## config.mk

```make
export PLATFORM = sky130hd
export DESIGN_NAME = pprot_bank
export DESIGN_NICKNAME = d
export VERILOG_FILES = /design/src/rtl/pprot_pkg.sv /design/src/rtl/pprot_ctrl.sv /design/src/rtl/pprot_dp.sv /design/src/rtl/pprot_bank.sv
export SDC_FILE = /design/constraint.sdc
export NUM_CORES = 1
export LEC_CHECK = 0
export CAP_MARGIN = 20
export CORE_AREA = 2 2 235 237
export CTS_CLUSTER_DIAMETER = 40
export CTS_CLUSTER_SIZE = 12
export DETAILED_ROUTE_END_ITERATION = 10
export DIE_AREA = 0 0 237 239
export DONT_BUFFER_PORTS = 1
export PLACE_DENSITY = 0.49
export SYNTH_ARGS = -nofsm -noshare
export SYNTH_HDL_FRONTEND = slang
export SYNTH_HIERARCHICAL = 1
export SYNTH_SLANG_ARGS = --single-unit
```

## constraint.sdc

```tcl
create_clock -name clk -period 8.55 [get_ports clk]
set_input_delay 2.565 -clock clk [delete_from_list [all_inputs] [get_ports clk]]
set_output_delay 2.565 -clock clk [all_outputs]
set_load 0.005 [all_outputs]
```

## src/rtl/pprot_pkg.sv

```systemverilog
package pprot_pkg;

  localparam int NUM_CTRL = 10;
  localparam int CIDX_W   = 4;
  localparam logic [31:0] IRQ_FIELD_MASK = 32'h00F000F3;
  localparam logic [31:0] BRG_FIELD_MASK = 32'hFFFF0000;
  localparam logic [1:0]  SZ_BYTE = 2'd0;
  localparam logic [1:0]  SZ_HALF = 2'd1;

  typedef enum logic [3:0] {
    RD_ZERO, RD_NS, RD_SP, RD_STAT, RD_EN, RD_RESP, RD_CALL, RD_BRG, RD_ID
  } rdSel_e;

  typedef struct packed {
    logic [NUM_CTRL-1:0] wrNs;
    logic [NUM_CTRL-1:0] wrSp;
    logic                wrEn;
    logic                wrClr;
    logic                wrResp;
    logic                wrCall;
    logic                wrBrg;
  } strobe_t;

  // Bit position of a controller inside the interrupt status/enable/clear words
  function automatic int irqPos(input int c);
    if (c < 2)      return c;
    else if (c < 6) return c + 2;
    else            return c + 14;
  endfunction

  function automatic logic [7:0] idByte(input logic [3:0] idx);
    case (idx)
      4'd0:    return 8'h04;
      4'd4:    return 8'h52;
      4'd5:    return 8'hB8;
      4'd6:    return 8'h0B;
      4'd8:    return 8'h0D;
      4'd9:    return 8'hF0;
      4'd10:   return 8'h05;
      4'd11:   return 8'hB1;
      default: return 8'h00;
    endcase
  endfunction

endpackage

```

## src/rtl/pprot_ctrl.sv

```systemverilog
module pprot_ctrl
  import pprot_pkg::*;
(
  input  logic              busSel,
  input  logic              busWr,
  input  logic [1:0]        busSize,
  input  logic [11:0]       busAddr,
  output strobe_t           stb,
  output rdSel_e            rdSel,
  output logic [CIDX_W-1:0] rdCtrl,
  output logic [3:0]        idIdx
);

  logic [7:0]        grp;
  logic [1:0]        sub;
  logic              wordWr;
  logic              isNs, isSp, isEn, isClr, isResp, isCall, isBrg;
  logic [CIDX_W-1:0] tgt;

  assign grp = busAddr[11:4];
  assign sub = busAddr[3:2];
  // Narrow writes and misaligned word writes never reach a register
  assign wordWr = busSel && busWr && (busSize != SZ_BYTE) && (busSize != SZ_HALF)
                  && (busAddr[1:0] == 2'b00);

  always_comb begin
    rdSel  = RD_ZERO;
    tgt    = '0;
    idIdx  = '0;
    isNs   = 1'b0;
    isSp   = 1'b0;
    isEn   = 1'b0;
    isClr  = 1'b0;
    isResp = 1'b0;
    isCall = 1'b0;
    isBrg  = 1'b0;
    case (grp)
      8'h01: begin
        if (sub == 2'd0) begin rdSel = RD_RESP; isResp = 1'b1; end
        if (sub == 2'd1) begin rdSel = RD_CALL; isCall = 1'b1; end
      end
      8'h02: begin
        if (sub == 2'd0) rdSel = RD_STAT;
        if (sub == 2'd1) isClr = 1'b1;
        if (sub == 2'd2) begin rdSel = RD_EN; isEn = 1'b1; end
      end
      8'h04: begin
        if (sub == 2'd2) begin rdSel = RD_BRG; isBrg = 1'b1; end
      end
      8'h06: begin rdSel = RD_NS; isNs = 1'b1; tgt = CIDX_W'(6) + CIDX_W'(sub); end
      8'h07: begin
        if (!sub[1]) begin rdSel = RD_NS; isNs = 1'b1; tgt = CIDX_W'(sub); end
      end
      8'h08: begin rdSel = RD_NS; isNs = 1'b1; tgt = CIDX_W'(2) + CIDX_W'(sub); end
      8'h0A: begin rdSel = RD_SP; isSp = 1'b1; tgt = CIDX_W'(6) + CIDX_W'(sub); end
      8'h0B: begin
        if (!sub[1]) begin rdSel = RD_SP; isSp = 1'b1; tgt = CIDX_W'(sub); end
      end
      8'h0C: begin rdSel = RD_SP; isSp = 1'b1; tgt = CIDX_W'(2) + CIDX_W'(sub); end
      8'hFD, 8'hFE, 8'hFF: begin
        rdSel = RD_ID;
        idIdx = {grp[1:0] - 2'd1, sub};
      end
      default: rdSel = RD_ZERO;
    endcase
  end

  always_comb begin
    for (int c = 0; c < NUM_CTRL; c++) begin
      stb.wrNs[c] = wordWr && isNs && (tgt == CIDX_W'(c));
      stb.wrSp[c] = wordWr && isSp && (tgt == CIDX_W'(c));
    end
    stb.wrEn   = wordWr && isEn;
    stb.wrClr  = wordWr && isClr;
    stb.wrResp = wordWr && isResp;
    stb.wrCall = wordWr && isCall;
    stb.wrBrg  = wordWr && isBrg;
  end

  assign rdCtrl = tgt;

endmodule

```

## src/rtl/pprot_dp.sv

```systemverilog
module pprot_dp
  import pprot_pkg::*;
#(
  parameter int APB0_PORTS = 3,
  parameter int APB1_PORTS = 1,
  parameter int EXP_PORTS  = 16,
  parameter int MAXP       = 16
) (
  input  logic                     clk,
  input  logic                     rstN,
  input  strobe_t                  stb,
  input  rdSel_e                   rdSel,
  input  logic [CIDX_W-1:0]        rdCtrl,
  input  logic [3:0]               idIdx,
  input  logic                     busSel,
  input  logic [1:0]               busSize,
  input  logic [1:0]               laneSel,
  input  logic [31:0]              busWdata,
  output logic [31:0]              busRdata,
  input  logic [NUM_CTRL*MAXP-1:0] nsPrivMask,
  input  logic [NUM_CTRL-1:0]      irqStatusIn,
  output logic [NUM_CTRL*MAXP-1:0] nsOut,
  output logic [NUM_CTRL*MAXP-1:0] apOut,
  output logic [NUM_CTRL-1:0]      irqEnOut,
  output logic [NUM_CTRL-1:0]      irqClrOut,
  output logic                     respCfgOut,
  output logic [1:0]               callCfgOut
);

  function automatic logic [MAXP-1:0] portMask(input int c);
    int pc;
    logic [MAXP-1:0] m;
    pc = (c == 0) ? APB0_PORTS : (c == 1) ? APB1_PORTS : EXP_PORTS;
    m  = '0;
    for (int b = 0; b < MAXP; b++) if (b < pc) m[b] = 1'b1;
    return m;
  endfunction

  logic [MAXP-1:0]     nsMask [NUM_CTRL];
  logic [MAXP-1:0]     spMask [NUM_CTRL];
  logic [31:0]         enReg, brgReg, statWord;
  logic                respReg;
  logic [1:0]          callReg;
  logic [NUM_CTRL-1:0] clrReg;

  always_ff @(posedge clk or negedge rstN) begin
    if (!rstN) begin
      for (int c = 0; c < NUM_CTRL; c++) begin
        nsMask[c] <= '0;
        spMask[c] <= '0;
      end
      enReg   <= '0;
      brgReg  <= '0;
      respReg <= 1'b0;
      callReg <= 2'b00;
      clrReg  <= '0;
    end else begin
      for (int c = 0; c < NUM_CTRL; c++) begin
        if (stb.wrNs[c]) nsMask[c] <= busWdata[MAXP-1:0] & portMask(c);
        if (stb.wrSp[c]) spMask[c] <= busWdata[MAXP-1:0] & portMask(c);
        clrReg[c] <= stb.wrClr & busWdata[irqPos(c)];
      end
      if (stb.wrEn)   enReg   <= busWdata & IRQ_FIELD_MASK;
      if (stb.wrBrg)  brgReg  <= busWdata & BRG_FIELD_MASK;
      if (stb.wrResp) respReg <= busWdata[0];
      if (stb.wrCall) callReg <= busWdata[1:0];
    end
  end

  // Per-controller outputs: non-secure bits and the privilege selection
  for (genvar c = 0; c < NUM_CTRL; c++) begin : g_ctrl
    logic [MAXP-1:0] nsPriv;
    assign nsPriv = nsPrivMask[c*MAXP +: MAXP];
    assign nsOut[c*MAXP +: MAXP] = nsMask[c];
    assign apOut[c*MAXP +: MAXP] =
      portMask(c) & ((nsMask[c] & nsPriv) | (~nsMask[c] & spMask[c]));
    assign irqEnOut[c] = enReg[irqPos(c)];
  end

  always_comb begin
    statWord = '0;
    for (int c = 0; c < NUM_CTRL; c++) statWord[irqPos(c)] = irqStatusIn[c];
  end

  assign irqClrOut  = clrReg;
  assign respCfgOut = respReg;
  assign callCfgOut = callReg;

  logic [31:0] word, shifted;
  logic        ctrlOk;

  assign ctrlOk = (rdCtrl < CIDX_W'(NUM_CTRL));

  always_comb begin
    word = '0;
    case (rdSel)
      RD_NS:   if (ctrlOk) word[MAXP-1:0] = nsMask[rdCtrl];
      RD_SP:   if (ctrlOk) word[MAXP-1:0] = spMask[rdCtrl];
      RD_STAT: word = statWord;
      RD_EN:   word = enReg;
      RD_BRG:  word = brgReg;
      RD_RESP: word[0] = respReg;
      RD_CALL: word[1:0] = callReg;
      RD_ID:   word[7:0] = idByte(idIdx);
      default: word = '0;
    endcase
  end

  assign shifted = word >> {laneSel, 3'b000};

  always_comb begin
    if (!busSel)                  busRdata = '0;
    else if (busSize == SZ_BYTE)  busRdata = {24'h0, shifted[7:0]};
    else if (busSize == SZ_HALF)  busRdata = {16'h0, shifted[15:0]};
    else                          busRdata = word;
  end

endmodule

```

## src/rtl/pprot_bank.sv

```systemverilog
module pprot_bank
  import pprot_pkg::*;
#(
  parameter int APB0_PORTS = 3,
  parameter int APB1_PORTS = 1,
  parameter int EXP_PORTS  = 16,
  localparam int MAXP = (EXP_PORTS >= APB0_PORTS && EXP_PORTS >= APB1_PORTS) ? EXP_PORTS :
                        (APB0_PORTS >= APB1_PORTS) ? APB0_PORTS : APB1_PORTS
) (
  input  logic                     clk,
  input  logic                     rstN,
  input  logic                     busSel,
  input  logic                     busWr,
  input  logic [1:0]               busSize,
  input  logic [11:0]              busAddr,
  input  logic [31:0]              busWdata,
  output logic [31:0]              busRdata,
  input  logic [NUM_CTRL*MAXP-1:0] nsPrivMask,
  input  logic [NUM_CTRL-1:0]      irqStatusIn,
  output logic [NUM_CTRL*MAXP-1:0] nsOut,
  output logic [NUM_CTRL*MAXP-1:0] apOut,
  output logic [NUM_CTRL-1:0]      irqEnOut,
  output logic [NUM_CTRL-1:0]      irqClrOut,
  output logic                     respCfgOut,
  output logic [1:0]               callCfgOut
);

  strobe_t           stb;
  rdSel_e            rdSel;
  logic [CIDX_W-1:0] rdCtrl;
  logic [3:0]        idIdx;

  pprot_ctrl u_ctrl (
    .busSel (busSel),
    .busWr  (busWr),
    .busSize(busSize),
    .busAddr(busAddr),
    .stb    (stb),
    .rdSel  (rdSel),
    .rdCtrl (rdCtrl),
    .idIdx  (idIdx)
  );

  pprot_dp #(
    .APB0_PORTS(APB0_PORTS),
    .APB1_PORTS(APB1_PORTS),
    .EXP_PORTS (EXP_PORTS),
    .MAXP      (MAXP)
  ) u_dp (
    .clk        (clk),
    .rstN       (rstN),
    .stb        (stb),
    .rdSel      (rdSel),
    .rdCtrl     (rdCtrl),
    .idIdx      (idIdx),
    .busSel     (busSel),
    .busSize    (busSize),
    .laneSel    (busAddr[1:0]),
    .busWdata   (busWdata),
    .busRdata   (busRdata),
    .nsPrivMask (nsPrivMask),
    .irqStatusIn(irqStatusIn),
    .nsOut      (nsOut),
    .apOut      (apOut),
    .irqEnOut   (irqEnOut),
    .irqClrOut  (irqClrOut),
    .respCfgOut (respCfgOut),
    .callCfgOut (callCfgOut)
  );

endmodule

```

==> impl_metrics.xml, run 1 <==
<?xml version="1.0" encoding="UTF-8"?>
<metrics>
  <group name="synthesis">
    <metric name="async_set_or_reset_flop_fraction_in_the_synthesized_netlist" unit="">1.000</metric>
    <metric name="dominantRegCellSynth" unit="">sky130_fd_sc_hd__dfrtp_1</metric>
    <metric name="synth_top_family_by_area" unit="">multiplexers</metric>
    <metric name="synthCells" unit="">1493</metric>
    <metric name="synth_edf_count" unit="">0</metric>
    <metric name="share_of_cell_area_taken_by_muxes_after_synthesis" unit="">0.3541</metric>
    <metric name="yosysWarnings" unit="">6</metric>
    <metric name="yosysSeqAreaShare" unit="">0.4290</metric>
    <metric name="synthAdderAreaFrac" unit="">0.005663</metric>
    <metric name="synth_compound_gate_area_share" unit="">0.08134</metric>
    <metric name="synth.ff_latch_count" unit="">303</metric>
    <metric name="post_synth_num_cell_types" unit="">78</metric>
    <metric name="syn_area_per_cell" unit="sq um">11.84</metric>
    <metric name="synth_xor_xnor_area_share" unit="">0.0009911</metric>
    <metric name="synth_simple_gate_area_frac" unit="">0.07030</metric>
    <metric name="post_synth_instance_area" unit="sq um">17670</metric>
  </group>
  <group name="timing">
    <metric name="fin_skew" unit="ns">0</metric>
    <metric name="layout_worst_path_cycle_share" unit="">0.9821</metric>
    <metric name="grt_setup_unrepaired" unit="">no</metric>
    <metric name="finalCriticalPeriod" unit="ns">8.397</metric>
    <metric name="tightestPinTransition" unit="ns">1.016</metric>
    <metric name="post-route-worst-setup-slack" unit="ns">0.1534</metric>
    <metric name="achievable-frequency" unit="MHz">119.1</metric>
    <metric name="drv_slew" unit="">0</metric>
    <metric name="setup_total_negative_slack" unit="ns">0</metric>
    <metric name="timing.final.hold_violations" unit="">0</metric>
    <metric name="max-slew-margin-rel" unit="">0.3209</metric>
    <metric name="worst_hold_slack" unit="ns">0.5113</metric>
    <metric name="setup_viol" unit="">0</metric>
  </group>
  <group name="die">
    <metric name="die_h" unit="um">239</metric>
    <metric name="fp.dieArea" unit="sq um">56640</metric>
    <metric name="die_width" unit="um">237</metric>
    <metric name="pin_count" unit="">595</metric>
    <metric name="floorplan.initialDensity" unit="">0.3253</metric>
    <metric name="placeableCoreArea" unit="sq um">54340</metric>
    <metric name="row_count" unit="">86</metric>
  </group>
  <group name="place">
    <metric name="weighted_congestion_reported_at_the_end_of_routability_driven_placement" unit="">0.8215</metric>
    <metric name="port_buffers" unit="">0</metric>
    <metric name="post-place-cells" unit="">2161</metric>
    <metric name="dpl.hpwl" unit="um">50440</metric>
    <metric name="pre_cts_ws" unit="ns">0.01568</metric>
    <metric name="postPlaceCellArea" unit="sq um">18650</metric>
  </group>
  <group name="clocking">
    <metric name="post_cts.resized_instances" unit="">0</metric>
    <metric name="cts.hold.buffers_added" unit="">0</metric>
    <metric name="clkLatencyLatePin" unit="ns">0.60</metric>
    <metric name="clock_sinks" unit="">303</metric>
    <metric name="tritoncts" unit="">done</metric>
    <metric name="max-clock-path-buffers" unit="">3</metric>
    <metric name="h-tree-depth" unit="">2</metric>
    <metric name="clk_pin_slew" unit="ns">0.04</metric>
    <metric name="post-cts-setup-buffers" unit="">0</metric>
    <metric name="cts_buffers" unit="">61</metric>
    <metric name="root_buffer" unit="">sky130_fd_sc_hd__clkbuf_16</metric>
  </group>
  <group name="layout">
    <metric name="synthToLayoutAreaGrowth" unit="%">17.56</metric>
    <metric name="most_common_library_cell_in_the_layout_ignoring_fill_and_taps" unit="">sky130_fd_sc_hd__mux2_2</metric>
    <metric name="final_core_util" unit="">0.3824</metric>
    <metric name="layout_common_cells" unit="">sky130_fd_sc_hd__mux2_2, sky130_fd_sc_hd__dfrtp_1, sky130_fd_sc_hd__mux2i_1, sky130_fd_sc_hd__buf_4, sky130_fd_sc_hd__clkbuf_16</metric>
    <metric name="fin_cells" unit="">2277</metric>
    <metric name="final_cell_area" unit="sq um">20780</metric>
    <metric name="final_layout_size_suffix_gt1_frac" unit="">0.4376</metric>
    <metric name="final_net_count" unit="">1749</metric>
    <metric name="fillerInstances" unit="">5264</metric>
  </group>
  <group name="power_and_ir_drop">
    <metric name="static-leakage-power" unit="nW">9.250</metric>
    <metric name="vdd_ir_drop_max" unit="uV">155.3</metric>
    <metric name="totalPowerFinal" unit="mW">3.894</metric>
    <metric name="p_per_area" unit="nW/um^2">187.4</metric>
  </group>
  <group name="detailed_routing">
    <metric name="dr_total_vias" unit="">12860</metric>
    <metric name="detail_route.wirelength" unit="um">70260</metric>
    <metric name="final_antenna_net_count" unit="">0</metric>
    <metric name="detailedRoute.firstIterationViolations" unit="">708</metric>
    <metric name="vias_per_cell" unit="">5.648</metric>
    <metric name="post_detailed_route_drc_marker_count" unit="">0</metric>
    <metric name="detail_route.wirelength.met1" unit="um">29400</metric>
    <metric name="wire_per_inst" unit="um">30.85</metric>
    <metric name="detailroute.wirelength.met2" unit="um">33960</metric>
    <metric name="wl_met3" unit="um">4638</metric>
    <metric name="highest-signal-layer" unit="">met4</metric>
    <metric name="drt_pre_antenna_iters" unit="">5</metric>
  </group>
  <group name="worst_setup_path">
    <metric name="timing.critical_path.from_type" unit="">input pin</metric>
    <metric name="largest_driver_fanout_on_the_critical_path" unit="">28</metric>
    <metric name="reg2reg_setup_slack" unit="ns">7.53</metric>
    <metric name="timing.rr.start" unit="">u_dp/nsOut[118]</metric>
    <metric name="timing.critical_path.from" unit="">busAddr[4]</metric>
    <metric name="cp.required" unit="ns">5.99</metric>
    <metric name="critical_path.reg2reg.endpoint" unit="">u_dp/nsOut[118]</metric>
    <metric name="crit_type" unit="">input pin to primary output</metric>
    <metric name="worstPathArrival" unit="ns">5.83</metric>
    <metric name="endpoint_kind" unit="">primary output</metric>
    <metric name="reg2regPathDepth" unit="">1</metric>
  </group>
  <group name="global_route">
    <metric name="grt_pass1_vias" unit="">12970</metric>
    <metric name="overflow" unit="">0</metric>
    <metric name="wire_length_of_the_first_global_routing_pass" unit="um">97790</metric>
    <metric name="antenna_violations_before_repair" unit="">3</metric>
    <metric name="maximum_number_of_pins_on_one_net_before_global_route_repair" unit="">304</metric>
    <metric name="gr-usage-all-layers" unit="">0.2420</metric>
  </group>
  <group name="run">
    <metric name="maxCapViolations" unit="">0</metric>
  </group>
  <group name="min_path">
    <metric name="min_from" unit="">u_dp/brgReg[22]</metric>
    <metric name="whs_endpoint" unit="">u_dp/brgReg[22]</metric>
    <metric name="hold_depth" unit="">1</metric>
    <metric name="holdCritPathClass" unit="">flop to flop</metric>
  </group>
  <group name="run_status">
    <metric name="status" unit="">complete, no violations</metric>
  </group>
</metrics>
-- worst max-delay path: stages --
cell                       delay [ns]
sky130_fd_sc_hd__inv_1           0.06
sky130_fd_sc_hd__ha_1            0.38
sky130_fd_sc_hd__o21ai_0         0.29
sky130_fd_sc_hd__a211oi_4        0.44
sky130_fd_sc_hd__buf_12          0.28
sky130_fd_sc_hd__buf_4           0.23
sky130_fd_sc_hd__buf_4           0.20
sky130_fd_sc_hd__mux2i_1         0.21
sky130_fd_sc_hd__o22ai_1         0.13
sky130_fd_sc_hd__o21ai_0         0.25
sky130_fd_sc_hd__o221ai_1        0.16
sky130_fd_sc_hd__buf_4           0.19
sky130_fd_sc_hd__a221o_1         0.38
-- state kept, by name, summed over array words and instances, names as in the netlist --
register and flops:
u_dp/brgReg 16, u_dp/enReg 10, u_dp/respCfgOut 1, u_dp/nsOut 132, u_dp/spMask 132, u_dp/callCfgOut 2, u_dp/irqClrOut 10
-- worst max-delay path by stage --
stage	slack (ns)	cells after the start	endpoint
after floorplan	0.58	10	busRdata[0]
after global placement	0.02	13	busRdata[9]
after detailed placement	0.02	13	busRdata[9]
after CTS	0.005	13	busRdata[9]
after global routing	0.01	13	busRdata[9]
final	0.15	13	busRdata[6]
-- synth_stat cells, drive strengths merged, types with 5 or more instances --
| master | instances | area [sq um] |
|---|---|---|
| and3 | 7 | 43.79 |
| o211ai | 16 | 120.1 |
| o22ai | 16 | 100.1 |
| a32oi | 5 | 43.79 |
| nor2 | 51 | 191.4 |
| o31ai | 8 | 60.06 |
| nor4 | 9 | 62.56 |
| dfrtp | 303 | 7582 |
| nor3 | 16 | 80.08 |
| mux2i | 92 | 920.9 |
| inv | 13 | 48.80 |
| nand3 | 13 | 65.06 |
| nor2b | 10 | 62.56 |
| and2 | 27 | 168.9 |
| nor3b | 7 | 52.55 |
| mux2 | 445 | 5022 |
| mux4 | 14 | 315.3 |
| nand2 | 37 | 138.9 |
| nand2b | 13 | 81.33 |
| o221ai | 8 | 70.07 |
| a22oi | 6 | 45.04 |
| clkbuf | 77 | 289.0 |
| buf | 98 | 690.6 |
| ha | 8 | 100.1 |
| a221o | 6 | 60.06 |
| o21ai | 46 | 230.2 |
| a21oi | 57 | 285.3 |
-- routing by layer --
metal | GRT usage | up-vias
li1 | - | 5497
met1 | 0.3058 | 6732
met2 | 0.4042 | 531
met3 | 0.05566 | 100
met4 | 0.08880 | 0
met5 | 0 | -
-- cell type report --
class                   instances  area [sq um]  share of cell area
clock inverters                36         422.9             0.02035
repair buffers                 85         714.4             0.03439
multi-input cells            1056          9444              0.4545
well taps                     704         880.8             0.04239
clock buffers                  76          1673             0.08051
inverters                      14         52.55            0.002529
diodes                          3         7.507           0.0003613
flip-flops and latches        303          7582              0.3649
-- kinds of logic after synthesis --
logic type               Yosys count
XOR/XNOR                           2
flip-flops                       303
buffers and inverters            189
AND/OR/NAND/NOR                  224
multiplexers                     551
AO/OA/AOI/OAI                    215
other                              1
adder cells (fa/ha/maj)            8
-- where the power goes --
part | internal [mW] | switching [mW] | total, mW | leakage [nW]
clock | 1.52 | 0.873 | 2.40 | 0.998
combinational | 0.0204 | 0.0384 | 0.0588 | 4.02
sequential | 1.44 | 0.000454 | 1.44 | 4.23
(Power assumes the default switching activity.)
==> run 2: changes to the inputs <==
--- a/config.mk
+++ b/config.mk
@@ -5,14 +5,15 @@
 export SDC_FILE = /design/constraint.sdc
 export NUM_CORES = 1
 export LEC_CHECK = 0
+export ABC_AREA = 1
 export CAP_MARGIN = 20
-export CORE_AREA = 2 2 235 237
+export CORE_AREA = 2 2 229 231
 export CTS_CLUSTER_DIAMETER = 40
 export CTS_CLUSTER_SIZE = 12
 export DETAILED_ROUTE_END_ITERATION = 10
-export DIE_AREA = 0 0 237 239
+export DIE_AREA = 0 0 231 233
 export DONT_BUFFER_PORTS = 1
-export PLACE_DENSITY = 0.49
+export PLACE_DENSITY = 0.52
 export SYNTH_ARGS = -nofsm -noshare
 export SYNTH_HDL_FRONTEND = slang
 export SYNTH_HIERARCHICAL = 1
==> impl_metrics.xml, run 2 <==
<?xml version="1.0" encoding="UTF-8"?>
<metrics>
  <group name="timing">
    <metric name="setup_total_negative_slack" unit="ns">0</metric>
    <metric name="achievable-frequency" unit="MHz">126.1</metric>
    <metric name="layout_worst_path_cycle_share" unit="">0.9278</metric>
    <metric name="finalCriticalPeriod" unit="ns">7.933</metric>
    <metric name="post-route-worst-setup-slack" unit="ns">0.6170</metric>
    <metric name="drv_slew" unit="">0</metric>
    <metric name="grt_setup_unrepaired" unit="">no</metric>
    <metric name="max-slew-margin-rel" unit="">0.3037</metric>
    <metric name="tightestPinTransition" unit="ns">1.041</metric>
    <metric name="fin_skew" unit="ns">0</metric>
    <metric name="setup_viol" unit="">0</metric>
    <metric name="timing.final.hold_violations" unit="">0</metric>
    <metric name="worst_hold_slack" unit="ns">0.5150</metric>
  </group>
  <group name="power_and_ir_drop">
    <metric name="totalPowerFinal" unit="mW">3.713</metric>
    <metric name="static-leakage-power" unit="nW">9.770</metric>
    <metric name="vdd_ir_drop_max" unit="uV">133.4</metric>
    <metric name="p_per_area" unit="nW/um^2">185.5</metric>
  </group>
  <group name="die">
    <metric name="pin_count" unit="">595</metric>
    <metric name="die_width" unit="um">231</metric>
    <metric name="floorplan.initialDensity" unit="">0.3490</metric>
    <metric name="placeableCoreArea" unit="sq um">51090</metric>
    <metric name="fp.dieArea" unit="sq um">53820</metric>
    <metric name="row_count" unit="">83</metric>
    <metric name="die_h" unit="um">233</metric>
  </group>
  <group name="min_path">
    <metric name="whs_endpoint" unit="">u_dp/brgReg[29]</metric>
    <metric name="holdCritPathClass" unit="">flop to flop</metric>
    <metric name="min_from" unit="">u_dp/brgReg[29]</metric>
    <metric name="hold_depth" unit="">1</metric>
  </group>
  <group name="synthesis">
    <metric name="dominantRegCellSynth" unit="">sky130_fd_sc_hd__dfrtp_1</metric>
    <metric name="synth_top_cells_by_area" unit="">sky130_fd_sc_hd__dfrtp_1, sky130_fd_sc_hd__nand2_1, sky130_fd_sc_hd__o21ai_0</metric>
    <metric name="post_synth_num_cell_types" unit="">37</metric>
    <metric name="netlist.top_cell.by_area" unit="">sky130_fd_sc_hd__dfrtp_1</metric>
    <metric name="yosysSeqAreaShare" unit="">0.4252</metric>
    <metric name="cell_with_the_most_instances_after_synthesis" unit="">sky130_fd_sc_hd__nand2_1</metric>
    <metric name="post-synth-top-area-fraction" unit="">0.4252</metric>
    <metric name="post_synth_instance_area" unit="sq um">17830</metric>
    <metric name="synth.ff_latch_count" unit="">303</metric>
    <metric name="async_set_or_reset_flop_fraction_in_the_synthesized_netlist" unit="">1.000</metric>
    <metric name="synth.cells.most_frequent" unit="">sky130_fd_sc_hd__nand2_1, sky130_fd_sc_hd__o21ai_0, sky130_fd_sc_hd__dfrtp_1, sky130_fd_sc_hd__inv_1, sky130_fd_sc_hd__nor2_1</metric>
    <metric name="synth_edf_count" unit="">0</metric>
    <metric name="yosysWarnings" unit="">6</metric>
    <metric name="syn_area_per_cell" unit="sq um">7.293</metric>
    <metric name="synthCells" unit="">2445</metric>
  </group>
  <group name="worst_setup_path">
    <metric name="critPathMaxStageDelay" unit="ns">0.49</metric>
    <metric name="critPathTopFamily" unit="">compound AO/OA/AOI/OAI gates</metric>
    <metric name="reg2regPathDepth" unit="">1</metric>
    <metric name="timing.critical_path.from_type" unit="">input pin</metric>
    <metric name="cp.required" unit="ns">5.99</metric>
    <metric name="timing.rr.start" unit="">u_dp/nsOut[16]</metric>
    <metric name="reg2reg_setup_slack" unit="ns">7.66</metric>
    <metric name="timing.critical_path.from" unit="">busAddr[4]</metric>
    <metric name="largest_driver_fanout_on_the_critical_path" unit="">40</metric>
    <metric name="endpoint_kind" unit="">primary output</metric>
    <metric name="crit_chain" unit="">inv_1 -&gt; ha_1 -&gt; nand3_2 -&gt; nand2_2 -&gt; nand2_2 -&gt; nand2_4 -&gt; nand2_4 -&gt; inv_2 -&gt; buf_4 -&gt; o211ai_1 -&gt; a21oi_1 -&gt; o21ai_1 -&gt; nand3_1 -&gt; nand2_1 -&gt; a21oi_1</metric>
    <metric name="cp_num_buf_inv" unit="">3</metric>
    <metric name="critical_path.reg2reg.endpoint" unit="">u_dp/nsOut[16]</metric>
    <metric name="worstPathArrival" unit="ns">5.37</metric>
    <metric name="critical_path_top_delay_cell" unit="">sky130_fd_sc_hd__buf_4</metric>
    <metric name="crit_type" unit="">input pin to primary output</metric>
  </group>
  <group name="detailed_routing">
    <metric name="detailedRoute.firstIterationViolations" unit="">1315</metric>
    <metric name="wire_per_inst" unit="um">21.37</metric>
    <metric name="dr_total_vias" unit="">16130</metric>
    <metric name="post_detailed_route_drc_marker_count" unit="">0</metric>
    <metric name="final_antenna_net_count" unit="">0</metric>
    <metric name="detail_route.wirelength" unit="um">66740</metric>
    <metric name="vias_per_cell" unit="">5.164</metric>
    <metric name="drt_pre_antenna_iters" unit="">5</metric>
  </group>
  <group name="layout">
    <metric name="final_cell_area" unit="sq um">20020</metric>
    <metric name="most_common_library_cell_in_the_layout_ignoring_fill_and_taps" unit="">sky130_fd_sc_hd__nand2_1</metric>
    <metric name="final_net_count" unit="">2628</metric>
    <metric name="synthToLayoutAreaGrowth" unit="%">12.26</metric>
    <metric name="final_core_util" unit="">0.3918</metric>
    <metric name="final_layout_size_suffix_gt1_frac" unit="">0.1117</metric>
    <metric name="layout_common_cells" unit="">sky130_fd_sc_hd__nand2_1, sky130_fd_sc_hd__o21ai_0, sky130_fd_sc_hd__dfrtp_1, sky130_fd_sc_hd__inv_1, sky130_fd_sc_hd__a21oi_1</metric>
    <metric name="fin_cells" unit="">3123</metric>
    <metric name="insertedDiodeCount" unit="">0</metric>
  </group>
  <group name="global_route">
    <metric name="gr-usage-all-layers" unit="">0.2407</metric>
    <metric name="wire_length_of_the_first_global_routing_pass" unit="um">96460</metric>
    <metric name="grt_pass1_vias" unit="">15280</metric>
    <metric name="maximum_number_of_pins_on_one_net_before_global_route_repair" unit="">304</metric>
    <metric name="overflow" unit="">0</metric>
    <metric name="antenna_violations_before_repair" unit="">0</metric>
  </group>
  <group name="clocking">
    <metric name="cts.hold.buffers_added" unit="">0</metric>
    <metric name="max-clock-path-buffers" unit="">3</metric>
    <metric name="clock_sinks" unit="">303</metric>
    <metric name="cts_buffers" unit="">54</metric>
    <metric name="post-cts-setup-buffers" unit="">0</metric>
    <metric name="root_buffer" unit="">sky130_fd_sc_hd__clkbuf_16</metric>
    <metric name="clk_pin_slew" unit="ns">0.05</metric>
    <metric name="h-tree-depth" unit="">2</metric>
    <metric name="tritoncts" unit="">done</metric>
    <metric name="post_cts.resized_instances" unit="">0</metric>
    <metric name="clkLatencyLatePin" unit="ns">0.58</metric>
  </group>
  <group name="place">
    <metric name="post-place-cells" unit="">3023</metric>
    <metric name="weighted_congestion_reported_at_the_end_of_routability_driven_placement" unit="">0.8821</metric>
    <metric name="port_buffers" unit="">0</metric>
    <metric name="postPlaceCellArea" unit="sq um">18180</metric>
    <metric name="pre_cts_ws" unit="ns">0.5763</metric>
    <metric name="dpl.hpwl" unit="um">48430</metric>
  </group>
  <group name="run_status">
    <metric name="status" unit="">complete, no violations</metric>
  </group>
  <group name="run">
    <metric name="maxCapViolations" unit="">0</metric>
  </group>
</metrics>
==> run 2: changes by cell type after synthesis, moves of 15 or more <==
cell                       delta
sky130_fd_sc_hd__o211ai_1    +35
sky130_fd_sc_hd__mux2i_1     -92
sky130_fd_sc_hd__a21oi_1     +22
sky130_fd_sc_hd__o22ai_1     -15
sky130_fd_sc_hd__mux2_2     -369
sky130_fd_sc_hd__nand2_1    +729
sky130_fd_sc_hd__o21ai_0    +369
sky130_fd_sc_hd__o21ai_1     +15
sky130_fd_sc_hd__and2_1      -27
sky130_fd_sc_hd__nand3_1     +62
sky130_fd_sc_hd__nor2_1      +39
sky130_fd_sc_hd__inv_1      +286
==> run 2: worst max-delay path by stage <==
stage                     depth (start not counted)  slack, ns           end
after floorplan                                  20       1.27   busRdata[6]
after global placement                           17       0.66   busRdata[2]
after detailed placement                         15       0.58  busRdata[10]
after CTS                                        15       0.57  busRdata[10]
after global routing                             17       0.44   busRdata[2]
final                                            15       0.62  busRdata[10]
==> run 2: final cells by class <==
| class | instances | area (sq um) |
|---|---|---|
| Fill cell | 5272 | 31070 |
| Sequential cell | 303 | 7582 |
| Tap cell | 680 | 850.8 |
| Clock buffer | 65 | 1463 |
| Clock inverter | 34 | 371.6 |
| Timing Repair Buffer | 36 | 307.8 |
| Inverter | 316 | 1189 |
| Multi-Input combinational cell | 1689 | 8255 |
==> run 2: report_power, final <==
group / total [mW] / internal [mW] / switching (mW)
clock: 2.17 / 1.36 / 0.814
sequential: 1.44 / 1.44 / 0.000812
combinational: 0.105 / 0.0291 / 0.0758
total: 3.71 / 2.82 / 0.891
==> run 2: per-layer routing <==
| metal | part of all wire | GRT usage |
|---|---|---|
| met5 | 0 | 0 |
| met4 | 0.036 | 0.09940 |
| met3 | 0.059 | 0.03860 |
| met2 | 0.49 | 0.4154 |
| met1 | 0.41 | 0.2986 |
==> run 2: logic make-up (layout without fill, tap and decap cells) <==
| group | after synthesis | count (layout) | synth area share |
|---|---|---|---|
| other | 1 | 56 | 0.0002103 |
| buffers and inverters | 508 | 451 | 0.1269 |
| muxes | 69 | 69 | 0.04357 |
| DFF | 303 | 303 | 0.4252 |
| AOI/OAI and AO/OA | 582 | 582 | 0.1775 |
| and+or+nand+nor | 974 | 974 | 0.2210 |
| adders and majority gates | 8 | 8 | 0.005613 |
